`src/rtl/gfc_pkg.sv`:
```
package gfc_pkg;
   typedef enum logic [1:0] {
      VIEW_CTRL   = 2'd0,
      VIEW_BYPASS = 2'd1,
      VIEW_SYNC   = 2'd2,
      VIEW_TRY    = 2'd3
   } view_e;

   localparam int TAG_EMPTY_BIT = 0;
   localparam int TAG_FULL_BIT  = 1;
   localparam int TAG_TYPE_BIT  = 2;
   localparam int TAG_CNT_LSB   = 8;
endpackage

```
`src/rtl/gfc_store.sv`:
```
module gfc_store #(
   parameter int DATA_W = 32,
   parameter int DEPTH  = 4,
   localparam int PTR_W = $clog2(DEPTH),
   localparam int CNT_W = $clog2(DEPTH + 1)
) (
   input  logic              clk,
   input  logic              rst_n,
   input  logic              push,
   input  logic              pop,
   input  logic              flush,
   input  logic              ovw,
   input  logic [DATA_W-1:0] wdata,
   output logic [DATA_W-1:0] head,
   output logic [CNT_W-1:0]  cnt,
   output logic [CNT_W-1:0]  cnt_nx
);
   logic [DATA_W-1:0] mem [DEPTH];
   logic [PTR_W-1:0]  wr_ptr, rd_ptr, newest;

   initial begin : chk_params
      assert (DEPTH >= 2 && (DEPTH & (DEPTH - 1)) == 0)
         else $error("gfc_store: DEPTH must be a power of two, at least 2");
   end

   assign head   = mem[rd_ptr];
   assign newest = wr_ptr - PTR_W'(1);

   always_comb begin
      if (flush)     cnt_nx = '0;
      else if (push) cnt_nx = cnt + CNT_W'(1);
      else if (pop)  cnt_nx = cnt - CNT_W'(1);
      else           cnt_nx = cnt;
   end

   always_ff @(posedge clk) begin
      if (!rst_n) begin
         wr_ptr <= '0;
         rd_ptr <= '0;
         cnt    <= '0;
         for (int i = 0; i < DEPTH; i++) mem[i] <= '0;
      end else begin
         cnt <= cnt_nx;
         if (flush) begin
            wr_ptr <= '0;
            rd_ptr <= '0;
         end else begin
            if (push) begin
               mem[wr_ptr] <= wdata;
               wr_ptr      <= wr_ptr + PTR_W'(1);
            end
            if (pop) rd_ptr <= rd_ptr + PTR_W'(1);
            if (ovw) mem[newest] <= wdata;
         end
      end
   end

   assert_no_overflow_R2: assert property (@(posedge clk) disable iff (!rst_n)
      cnt <= CNT_W'(DEPTH));
   assert_push_room_R2: assert property (@(posedge clk) disable iff (!rst_n)
      push |-> cnt != CNT_W'(DEPTH));
   assert_pop_data_R2: assert property (@(posedge clk) disable iff (!rst_n)
      pop |-> cnt != '0);
endmodule

```
`src/rtl/gfc_waitmap.sv`:
```
module gfc_waitmap #(
   parameter int THREADS = 4,
   localparam int TID_W  = (THREADS > 1) ? $clog2(THREADS) : 1
) (
   input  logic               clk,
   input  logic               rst_n,
   input  logic [TID_W-1:0]   tid,
   input  logic               set_rd,
   input  logic               set_wr,
   input  logic               serve,
   input  logic               data_ok,
   input  logic               space_ok,
   output logic [THREADS-1:0] wait_rd,
   output logic [THREADS-1:0] wait_wr,
   output logic               wake_valid,
   output logic [THREADS-1:0] wake_mask
);
   logic [THREADS-1:0] rd_d, wr_d, wk_d;

   initial begin : chk_params
      assert (THREADS >= 1) else $error("gfc_waitmap: THREADS must be at least 1");
   end

   for (genvar i = 0; i < THREADS; i++) begin : g_thr
      logic hit, keep_rd, keep_wr;
      assign hit     = (tid == TID_W'(i));
      assign keep_rd = wait_rd[i] & ~(serve & hit);
      assign keep_wr = wait_wr[i] & ~(serve & hit);
      assign rd_d[i] = ~data_ok  & (keep_rd | (set_rd & hit));
      assign wr_d[i] = ~space_ok & (keep_wr | (set_wr & hit));
      assign wk_d[i] = (keep_rd & data_ok) | (keep_wr & space_ok);
   end

   always_ff @(posedge clk) begin
      if (!rst_n) begin
         wait_rd    <= '0;
         wait_wr    <= '0;
         wake_valid <= 1'b0;
         wake_mask  <= '0;
      end else begin
         wait_rd    <= rd_d;
         wait_wr    <= wr_d;
         wake_valid <= |wk_d;
         wake_mask  <= wk_d;
      end
   end

   assert_wake_subset_R9: assert property (@(posedge clk) disable iff (!rst_n)
      wake_valid |-> (wake_mask & ~$past(wait_rd | wait_wr)) == '0);
   assert_wake_clears_R9: assert property (@(posedge clk) disable iff (!rst_n)
      wake_valid |-> (wake_mask & (wait_rd | wait_wr)) == '0);
endmodule

```
`src/rtl/gated_fifo_cell.sv`:
```
module gated_fifo_cell
   import gfc_pkg::*;
#(
   parameter int DATA_W  = 32,
   parameter int DEPTH   = 4,
   parameter int THREADS = 4,
   localparam int TID_W  = (THREADS > 1) ? $clog2(THREADS) : 1,
   localparam int CNT_W  = $clog2(DEPTH + 1)
) (
   input  logic               clk,
   input  logic               rst_n,
   input  logic               req_valid,
   input  logic [1:0]         req_view,
   input  logic               req_write,
   input  logic [TID_W-1:0]   req_tid,
   input  logic [DATA_W-1:0]  req_wdata,
   output logic               rsp_done,
   output logic               rsp_block,
   output logic [DATA_W-1:0]  rsp_rdata,
   output logic               wake_valid,
   output logic [THREADS-1:0] wake_mask,
   output logic [THREADS-1:0] wait_map
);
   view_e              view;
   logic [CNT_W-1:0]   cnt, cnt_nx;
   logic [DATA_W-1:0]  head, tag, rd_nx;
   logic               is_ef, empty, full;
   logic               do_push, do_pop, do_flush, do_ovw, stall, served_sync;
   logic [THREADS-1:0] wait_rd, wait_wr;

   initial begin : chk_params
      assert (DATA_W >= TAG_CNT_LSB + CNT_W)
         else $error("gated_fifo_cell: DATA_W too narrow for the tag word");
   end

   assign view = view_e'(req_view);

   always_comb begin
      is_ef       = (view == VIEW_SYNC) || (view == VIEW_TRY);
      empty       = (cnt == '0);
      full        = (cnt == CNT_W'(DEPTH));
      do_push     = req_valid && req_write && is_ef && !full;
      do_pop      = req_valid && !req_write && is_ef && !empty;
      do_flush    = req_valid && req_write && (view == VIEW_CTRL) && req_wdata[TAG_EMPTY_BIT];
      do_ovw      = req_valid && req_write && (view == VIEW_BYPASS);
      stall       = req_valid && (view == VIEW_SYNC) && (req_write ? full : empty);
      served_sync = req_valid && (view == VIEW_SYNC) && !stall;

      tag                          = '0;
      tag[TAG_EMPTY_BIT]           = empty;
      tag[TAG_FULL_BIT]            = full;
      tag[TAG_TYPE_BIT]            = 1'b1;
      tag[TAG_CNT_LSB +: CNT_W]    = cnt;

      rd_nx = '0;
      if (!req_write) begin
         case (view)
            VIEW_CTRL:   rd_nx = tag;
            VIEW_BYPASS: rd_nx = head;
            default:     rd_nx = empty ? '0 : head;
         endcase
      end
   end

   gfc_store #(.DATA_W(DATA_W), .DEPTH(DEPTH)) u_store (
      .clk    (clk),
      .rst_n  (rst_n),
      .push   (do_push),
      .pop    (do_pop),
      .flush  (do_flush),
      .ovw    (do_ovw),
      .wdata  (req_wdata),
      .head   (head),
      .cnt    (cnt),
      .cnt_nx (cnt_nx)
   );

   gfc_waitmap #(.THREADS(THREADS)) u_wait (
      .clk        (clk),
      .rst_n      (rst_n),
      .tid        (req_tid),
      .set_rd     (stall && !req_write),
      .set_wr     (stall && req_write),
      .serve      (served_sync),
      .data_ok    (cnt_nx != '0),
      .space_ok   (cnt_nx != CNT_W'(DEPTH)),
      .wait_rd    (wait_rd),
      .wait_wr    (wait_wr),
      .wake_valid (wake_valid),
      .wake_mask  (wake_mask)
   );

   assign wait_map = wait_rd | wait_wr;

   always_ff @(posedge clk) begin
      if (!rst_n) begin
         rsp_done  <= 1'b0;
         rsp_block <= 1'b0;
         rsp_rdata <= '0;
      end else begin
         rsp_done  <= req_valid && !stall;
         rsp_block <= stall;
         rsp_rdata <= (req_valid && !stall) ? rd_nx : '0;
      end
   end

   assert_one_resp_R11: assert property (@(posedge clk) disable iff (!rst_n)
      req_valid |=> (rsp_done ^ rsp_block));
   assert_no_spurious_R11: assert property (@(posedge clk) disable iff (!rst_n)
      !req_valid |=> !(rsp_done || rsp_block));
   assert_try_noblock_R6: assert property (@(posedge clk) disable iff (!rst_n)
      (req_valid && req_view == VIEW_TRY) |=> !rsp_block);
   assert_bypass_keep_R7: assert property (@(posedge clk) disable iff (!rst_n)
      (req_valid && req_view == VIEW_BYPASS) |=> $stable(cnt));
   assert_rdwait_empty_R4: assert property (@(posedge clk) disable iff (!rst_n)
      (|wait_rd) |-> cnt == '0);
   assert_wrwait_full_R5: assert property (@(posedge clk) disable iff (!rst_n)
      (|wait_wr) |-> cnt == CNT_W'(DEPTH));
endmodule

```
`config.mk`:
```
export PLATFORM = sky130hd
export DESIGN_NAME = gated_fifo_cell
export DESIGN_NICKNAME = d
export VERILOG_FILES = /design/src/rtl/gfc_pkg.sv /design/src/rtl/gfc_store.sv /design/src/rtl/gfc_waitmap.sv /design/src/rtl/gated_fifo_cell.sv
export SDC_FILE = /design/constraint.sdc
export NUM_CORES = 1
export LEC_CHECK = 0
export BUFFER_PORTS_ARGS = -buffer_cell sky130_fd_sc_hd__buf_2
export CAP_MARGIN = 0
export CORE_ASPECT_RATIO = 0.75
export CORE_MARGIN = 4
export CORE_UTILIZATION = 53
export DETAILED_ROUTE_END_ITERATION = 7
export PLACE_DENSITY_LB_ADDON = 0.08
export SLEW_MARGIN = 5
export SYNTH_ARGS = -nofsm -noshare
export SYNTH_HDL_FRONTEND = slang
export SYNTH_SLANG_ARGS = --single-unit
```
`constraint.sdc`:
```
create_clock -name clk -period 3 [get_ports clk]
set_input_delay 0.3 -clock clk [delete_from_list [all_inputs] [get_ports clk]]
set_output_delay 0.3 -clock clk [all_outputs]
set_load 0.01 [all_outputs]
```
==> results of run 1 <==
## Yosys cell counts, drive strengths merged (2+ instances only)
library cell and n:
a21oi 6, nor3 5, nand2b 2, ha 3, nor4 7, o2111a 4
or2 5, clkbuf 18, a22oi 6, a21o 4, nand3 3, nor2 84
and2 59, xnor2 6, mux4 32, a32oi 2, nor2b 5, nand2 54
xor2 2, a22o 5, nor3b 2, mux2 2, o211a 2, dfxtp 56
inv 36, o21ai 4, buf 15, edfxtp 128
## registers in the layout (all words and copies together), names as in the netlist, 2 cells and up, named ones only
name,count
u_wait.wait_rd,4
u_store.rd_ptr,2
u_store.wr_ptr,2
u_store.cnt,3
u_store.mem,128
u_wait.wait_wr,4
rsp_rdata,32
u_wait.wake_mask,4
## stage by stage
stage	power (mW)	util, %	worst slack [ns]
floorplan	3.07	-	-0.0849
global placement	3.17	59.8	0.798
detailed placement	3.18	59.8	0.766
CTS	5.43	64.1	0.751
global route	5.59	64.1	0.600
finish	5.40	64.1	0.747
## logic make-up (layout without fill, tap and decap cells)
logic type	Yosys count	in the layout	share of synthesized area, %
AO/OA/AOI/OAI	42	42	4.58
XOR/XNOR	8	8	1.01
adder cells (fa/ha/maj)	3	3	0.487
buffers and inverters	69	163	4.14
flip-flops	184	184	64.4
multiplexers	34	34	9.64
AND/OR/NAND/NOR	233	233	15.7
## worst max-delay path, cell delays in order, from the launching register on
cell,delay [ns]
dfxtp_2,0.37
inv_2,0.07
ha_4,0.19
nand2_2,0.08
and4_4,0.26
nand2_1,0.07
mux2_2,0.28
or2_2,0.29
nand2_2,0.09
buf_12,0.22
## metal layers
metal,up-vias,part of all wire (%),GRT usage (%)
met1,2269,47,28.6
met2,131,46,29.5
li1,2186,-,-
met3,11,5.9,5.53
met4,0,0.92,5.40
met5,-,0,0
## power by group through the flow
stage               logic [mW]  registers [mW]  clock network, mW
floorplan                0.194            2.88                  0
global placement         0.294            2.88                  0
detailed placement       0.300            2.88                  0
CTS                      0.301            2.83               2.30
global route             0.327            2.83               2.43
finish                   0.299            2.83               2.27
## worst paths after layout
path,endpoint,cells after the start,from
worst max-delay path,u_store.mem[0][24],9,u_store.cnt[1]
worst min-delay path,u_store.mem[1][30],2,req_wdata[30]
worst max register to register,u_store.mem[0][24],9,u_store.cnt[1]
worst min register to register,register,2,u_store.rd_ptr[1]
## area by class of cell
type	instances	area (µm²)	area share, %
clock buffers	17	425	4.75
clock inverters	15	175	1.96
inverters	36	138	1.54
multi-input cells	320	2470	27.6
flip-flops and latches	184	4970	55.5
well taps	195	244	2.72
repair buffers	95	533	5.95
==> out/qor.yml, run 1 <==
p_switching_mw: 1.17
design_area_um2: 8960
instances_no_fill: 862
syn_area_per_cell_um2: 13.5
ys_seq_elements: 184
final_cell_mix: "128 x edfxtp_1, 82 x buf_2, 59 x and2_1, 55 x nor2_1, 52 x dfxtp_1"
postSynthCellCount: 573
routed_wl_um: 15400
slew-limit-headroom_pct: 43.3
die_w_um: 147
setup_tns_ns: 0
cts_tree: "yes"
worstSetupEndpointType: "register"
p_leak_nw: 3.63
fin_nets: 697
insertion_delay_ns: 0.43
grt_util_all_layers_pct: 19.7
post_cts_buffers: 0
r2r_slack_ns: 0.75
async_reset_ff_share_pct: 0
drt_iter0_drc: 371
yosys.area.top_type_share_pct: 49.9
grt_overflow: 0
skew_ns: 0.00872
ys_warn_count: 0
antennaDiodeCount: 0
rsz0062_at_grt: "false"
slew_violations: 0
portBuffers: 82
cp-start-kind: "register"
synth_flop_cell: "edfxtp_1"
hp-class: "in -> reg"
clock-root-buffer: "clkbuf_16"
die_h_um: 112
ant_nets: 0
worst_slew_pin_slew_ns: 0.842
hold_buffers: 0
ys_seq_area_share_pct: 64.4
place_congestion: 0.864
syn_nets: 616
cts_sinks: 184
drv_cap: 0
via_count: 4597
grt_pass1_vias: 4620
crit_path_max_fanout: 32
power_density_nw_per_um2: 602
clockPowerShare_pct: 42.1
initial_core_util_pct: 55.1
fillers: 1100
wl_per_cell_um: 17.9
grt_pass1_wl_um: 25100
power_frac_seq_pct: 52.4
die_area_um2: 16600
cts_buffer_depth: 2
firstDrtPassIters: 4
dp.cells: 830
dp_hpwl_um: 9420
worstSetupPathType: "reg -> reg"
max_freq_mhz: 444
yosysTopAreaCell: "edfxtp_1"
clk_pin_slew_worst_paths_ns: 0.07
areaGrowthSynthToFinish_pct: 16.2
ys_types: 56
pwr-share-comb_pct: 5.5
synth_edf_count: 128
remaining_drc_errors: 0
final_common_cell: "edfxtp_1"
vdd_drop_max_v: 0.000409
power.internal_mw: 4.22
sw_frac_of_total_pct: 21.7
worst_ep_arrival_time_ns: 2.37
core_area_um2: 14000
antenna_found_initial: 0
synthTopCellsByArea: "edfxtp_1 50%, dfxtp_1 15%, mux4_2 9.3%, and2_1 4.8%, nor2_1 2.7%"
post-route-period-util_pct: 75.1
cts.htree.levels: 4
cp.required_ns: 3.12
final_layout_size_suffix_gt1_share_pct: 32.7
placed_area_um2: 8360
cts_resized: 0
rows: 37
grt_max_degree: 33
timing.final.hold_violations: 0
syn_area_um2: 7710
holdWs_ns: 0.162
io_pins: 83
vias_per_cell: 5.33
status: "finished clean"
cts_made_buffers: 17
setup_viol: 0
fin_crit_ns: 2.25
Power figures use the tool's default switching activity.
==> run 2, diff against run 1 <==
==> constraint.sdc (replaced) <==
create_clock -name clk -period 2 [get_ports clk]
set_input_delay 0.2 -clock clk [delete_from_list [all_inputs] [get_ports clk]]
set_output_delay 0.2 -clock clk [all_outputs]
set_load 0.01 [all_outputs]
==> run 2 against run 1 <==
The run now ends with setup timing left. Clock skew up 0.0039 ns. Total power up 50%. Final cell count up 6.0%. Die area unchanged. Setup slack worse by 0.79 ns. Clock power up 44%. Sequential power up 50%. Cell area up 9.6%. Largest cell class unchanged. Largest power group unchanged.
==> out/qor.yml, run 2 (synthesized netlist as in run 1, its figures left out) <==
max_freq_mhz: 490
worst_ep_arrival_time_ns: 2.36
timing.final.hold_violations: 0
clock-root-buffer: "clkbuf_16"
rows: 37
initial_core_util_pct: 55.1
remaining_drc_errors: 0
cts_made_buffers: 17
place_congestion: 0.882
hold_buffers: 0
crit_path_cell_trace: "inv_2 > ha_4 > buf_6 > nor2b_4 > nor4b_4 > o211a_4 > o21ai_4 > a211o_1 > o211a_1"
finish.utilization_pct: 70.2
reg2regPathDepth: 9
final_common_cell: "edfxtp_1"
worst_slew_pin_slew_ns: 0.641
min_delay_worst_endpoint: "u_store.mem[1][22]"
cts.htree.levels: 4
skew_ns: 0.0126
firstDrtPassIters: 5
r2r_start: "u_store.cnt[1]"
top_regs: "u_store.mem: 128 flops, rsp_rdata: 32 flops"
worstSetupPathType: "reg -> reg"
critPathBufInv: 2
postLayoutSetupSlackWorst_ns: -0.0413
grt_pass1_wl_um: 26000
cts_sinks: 184
via_count: 4948
portBuffers: 82
final_cell_mix: "128 x edfxtp_1, 82 x buf_2, 59 x and2_1, 52 x dfxtp_1, 47 x nand2_1"
grt_util_all_layers_pct: 20.6
status: "complete, but fails checks"
fin_nets: 749
antennaDiodeCount: 0
rsz0062_at_grt: "true"
violations: "setup timing"
areaGrowthSynthToFinish_pct: 27.4
vias_per_cell: 5.41
die_area_um2: 16600
wl_per_cell_um: 19.4
core_area_um2: 14000
final_layout_size_suffix_gt1_share_pct: 40.6
grt_overflow: 0
io_pins: 83
largest_reg_flops: 128
drt_iter0_drc: 377
reg2reg_to: "u_wait.wake_valid"
grt_max_degree: 33
regMostFlops: "u_store.mem"
dp_hpwl_um: 10500
crit_path_max_fanout: 5
routed_wl_um: 17700
max_stage_delay_ns: 0.41
min-delay-start: "req_wdata[22]"
cts_buffer_depth: 2
cts_tree: "yes"
worstSetupEndpointType: "register"
ant_nets: 0
cp-start-kind: "register"
grt_pass1_vias: 4848
die_w_um: 147
slew-limit-headroom_pct: 56.9
min_path_cells: 2
setup_viol: 5
power_density_nw_per_um2: 826
hp-class: "in -> reg"
post-route-period-util_pct: 102
critPathTopFamily: "compound AO/OA/AOI/OAI gates"
fin_crit_ns: 2.04
slowest_stage: "nor4b_4"
cp.required_ns: 2.32
insertion_delay_ns: 0.44
antenna_found_initial: 0
place_ws_ns: -0.0725
vdd_drop_max_v: 0.000643
die_h_um: 112
clk_pin_slew_worst_paths_ns: 0.07
p_leak_nw: 4.00
r2r_slack_ns: -0.04
slew_violations: 0
drv_cap: 0
==> run 2: cell count changes in the layout (fill, tap and decap cells not counted), moves of 2 or more <==
cell	delta
buf_12	+5
buf_4	+33
buf_6	+3
bufinv_16	-2
clkbuf_1	+5
clkbuf_16	+6
clkinv_2	-2
clkinvlp_4	-2
nand2_1	-3
nand2_4	+2
nand2_8	+8
nor2_1	-22
nor2_4	+22
==> run 2: how the worst max path moves through the flow <==
stage | startpoint | to | depth (start not counted)
3_3_place_gp | u_store.cnt[0] | u_store.mem[0][5] | 8
2_1_floorplan | u_store.cnt[0] | u_store.mem[1][0] | 7
5_1_grt | u_store.cnt[0] | u_wait.wake_valid | 9
4_1_cts | u_store.cnt[0] | u_wait.wake_valid | 9
6_report | u_store.cnt[1] | u_wait.wake_valid | 9
3_5_place_dp | u_store.cnt[0] | u_store.mem[0][27] | 8
==> run 2: metrics by stage <==
stage          hold slack, ns  area [µm²]  total power, mW  cells  setup TNS, ns
3_5_place_dp            0.496        8680             4.84    864          -2.32
6_report               0.0471        9820             8.11    914        -0.0993
4_1_cts                0.0408        9320             8.08    898              0
3_3_place_gp            0.490        8680             4.83    864          -1.69
5_1_grt                0.0426        9820             8.37    914          -5.61
2_1_floorplan           0.398        7800             4.61    573         -49.53
==> run 2: routing by layer <==
metal	part of all wire [%]	wire, µm	track usage, %	vias to the layer above
met2	47	8300	32.7	149
met1	46	8150	28.7	2467
met4	0.86	152	5.46	0
met3	6.1	1090	5.29	17
met5	0	0	0	-
li1	-	-	-	2315
==> run 2: area by class of cell <==
cell class              count  area [µm²]
repair buffers            141        1040
flip-flops and latches    184        4970
fillers                   994        4160
multi-input cells         326        2850
clock buffers              24         483
clock inverters             8        88.8
well taps                 195         244
inverters                  36         138
==> run 2: where the power goes <==
part | internal, mW | switching (mW) | leakage, nW
logic | 0.265 | 0.342 | 1.94
registers | 4.19 | 0.0453 | 1.78
clock network | 1.84 | 1.42 | 0.276
total | 6.30 | 1.81 | 4.00
==> run 2: repair_timing <==
item / 4_1_cts / 5_1_grt
endpoints found under the setup margin: 36 / 119
pin swaps: 5 / 17
resized for setup: 7 / 66
buffers inserted: 0 / 6
cloned: 2 / 10
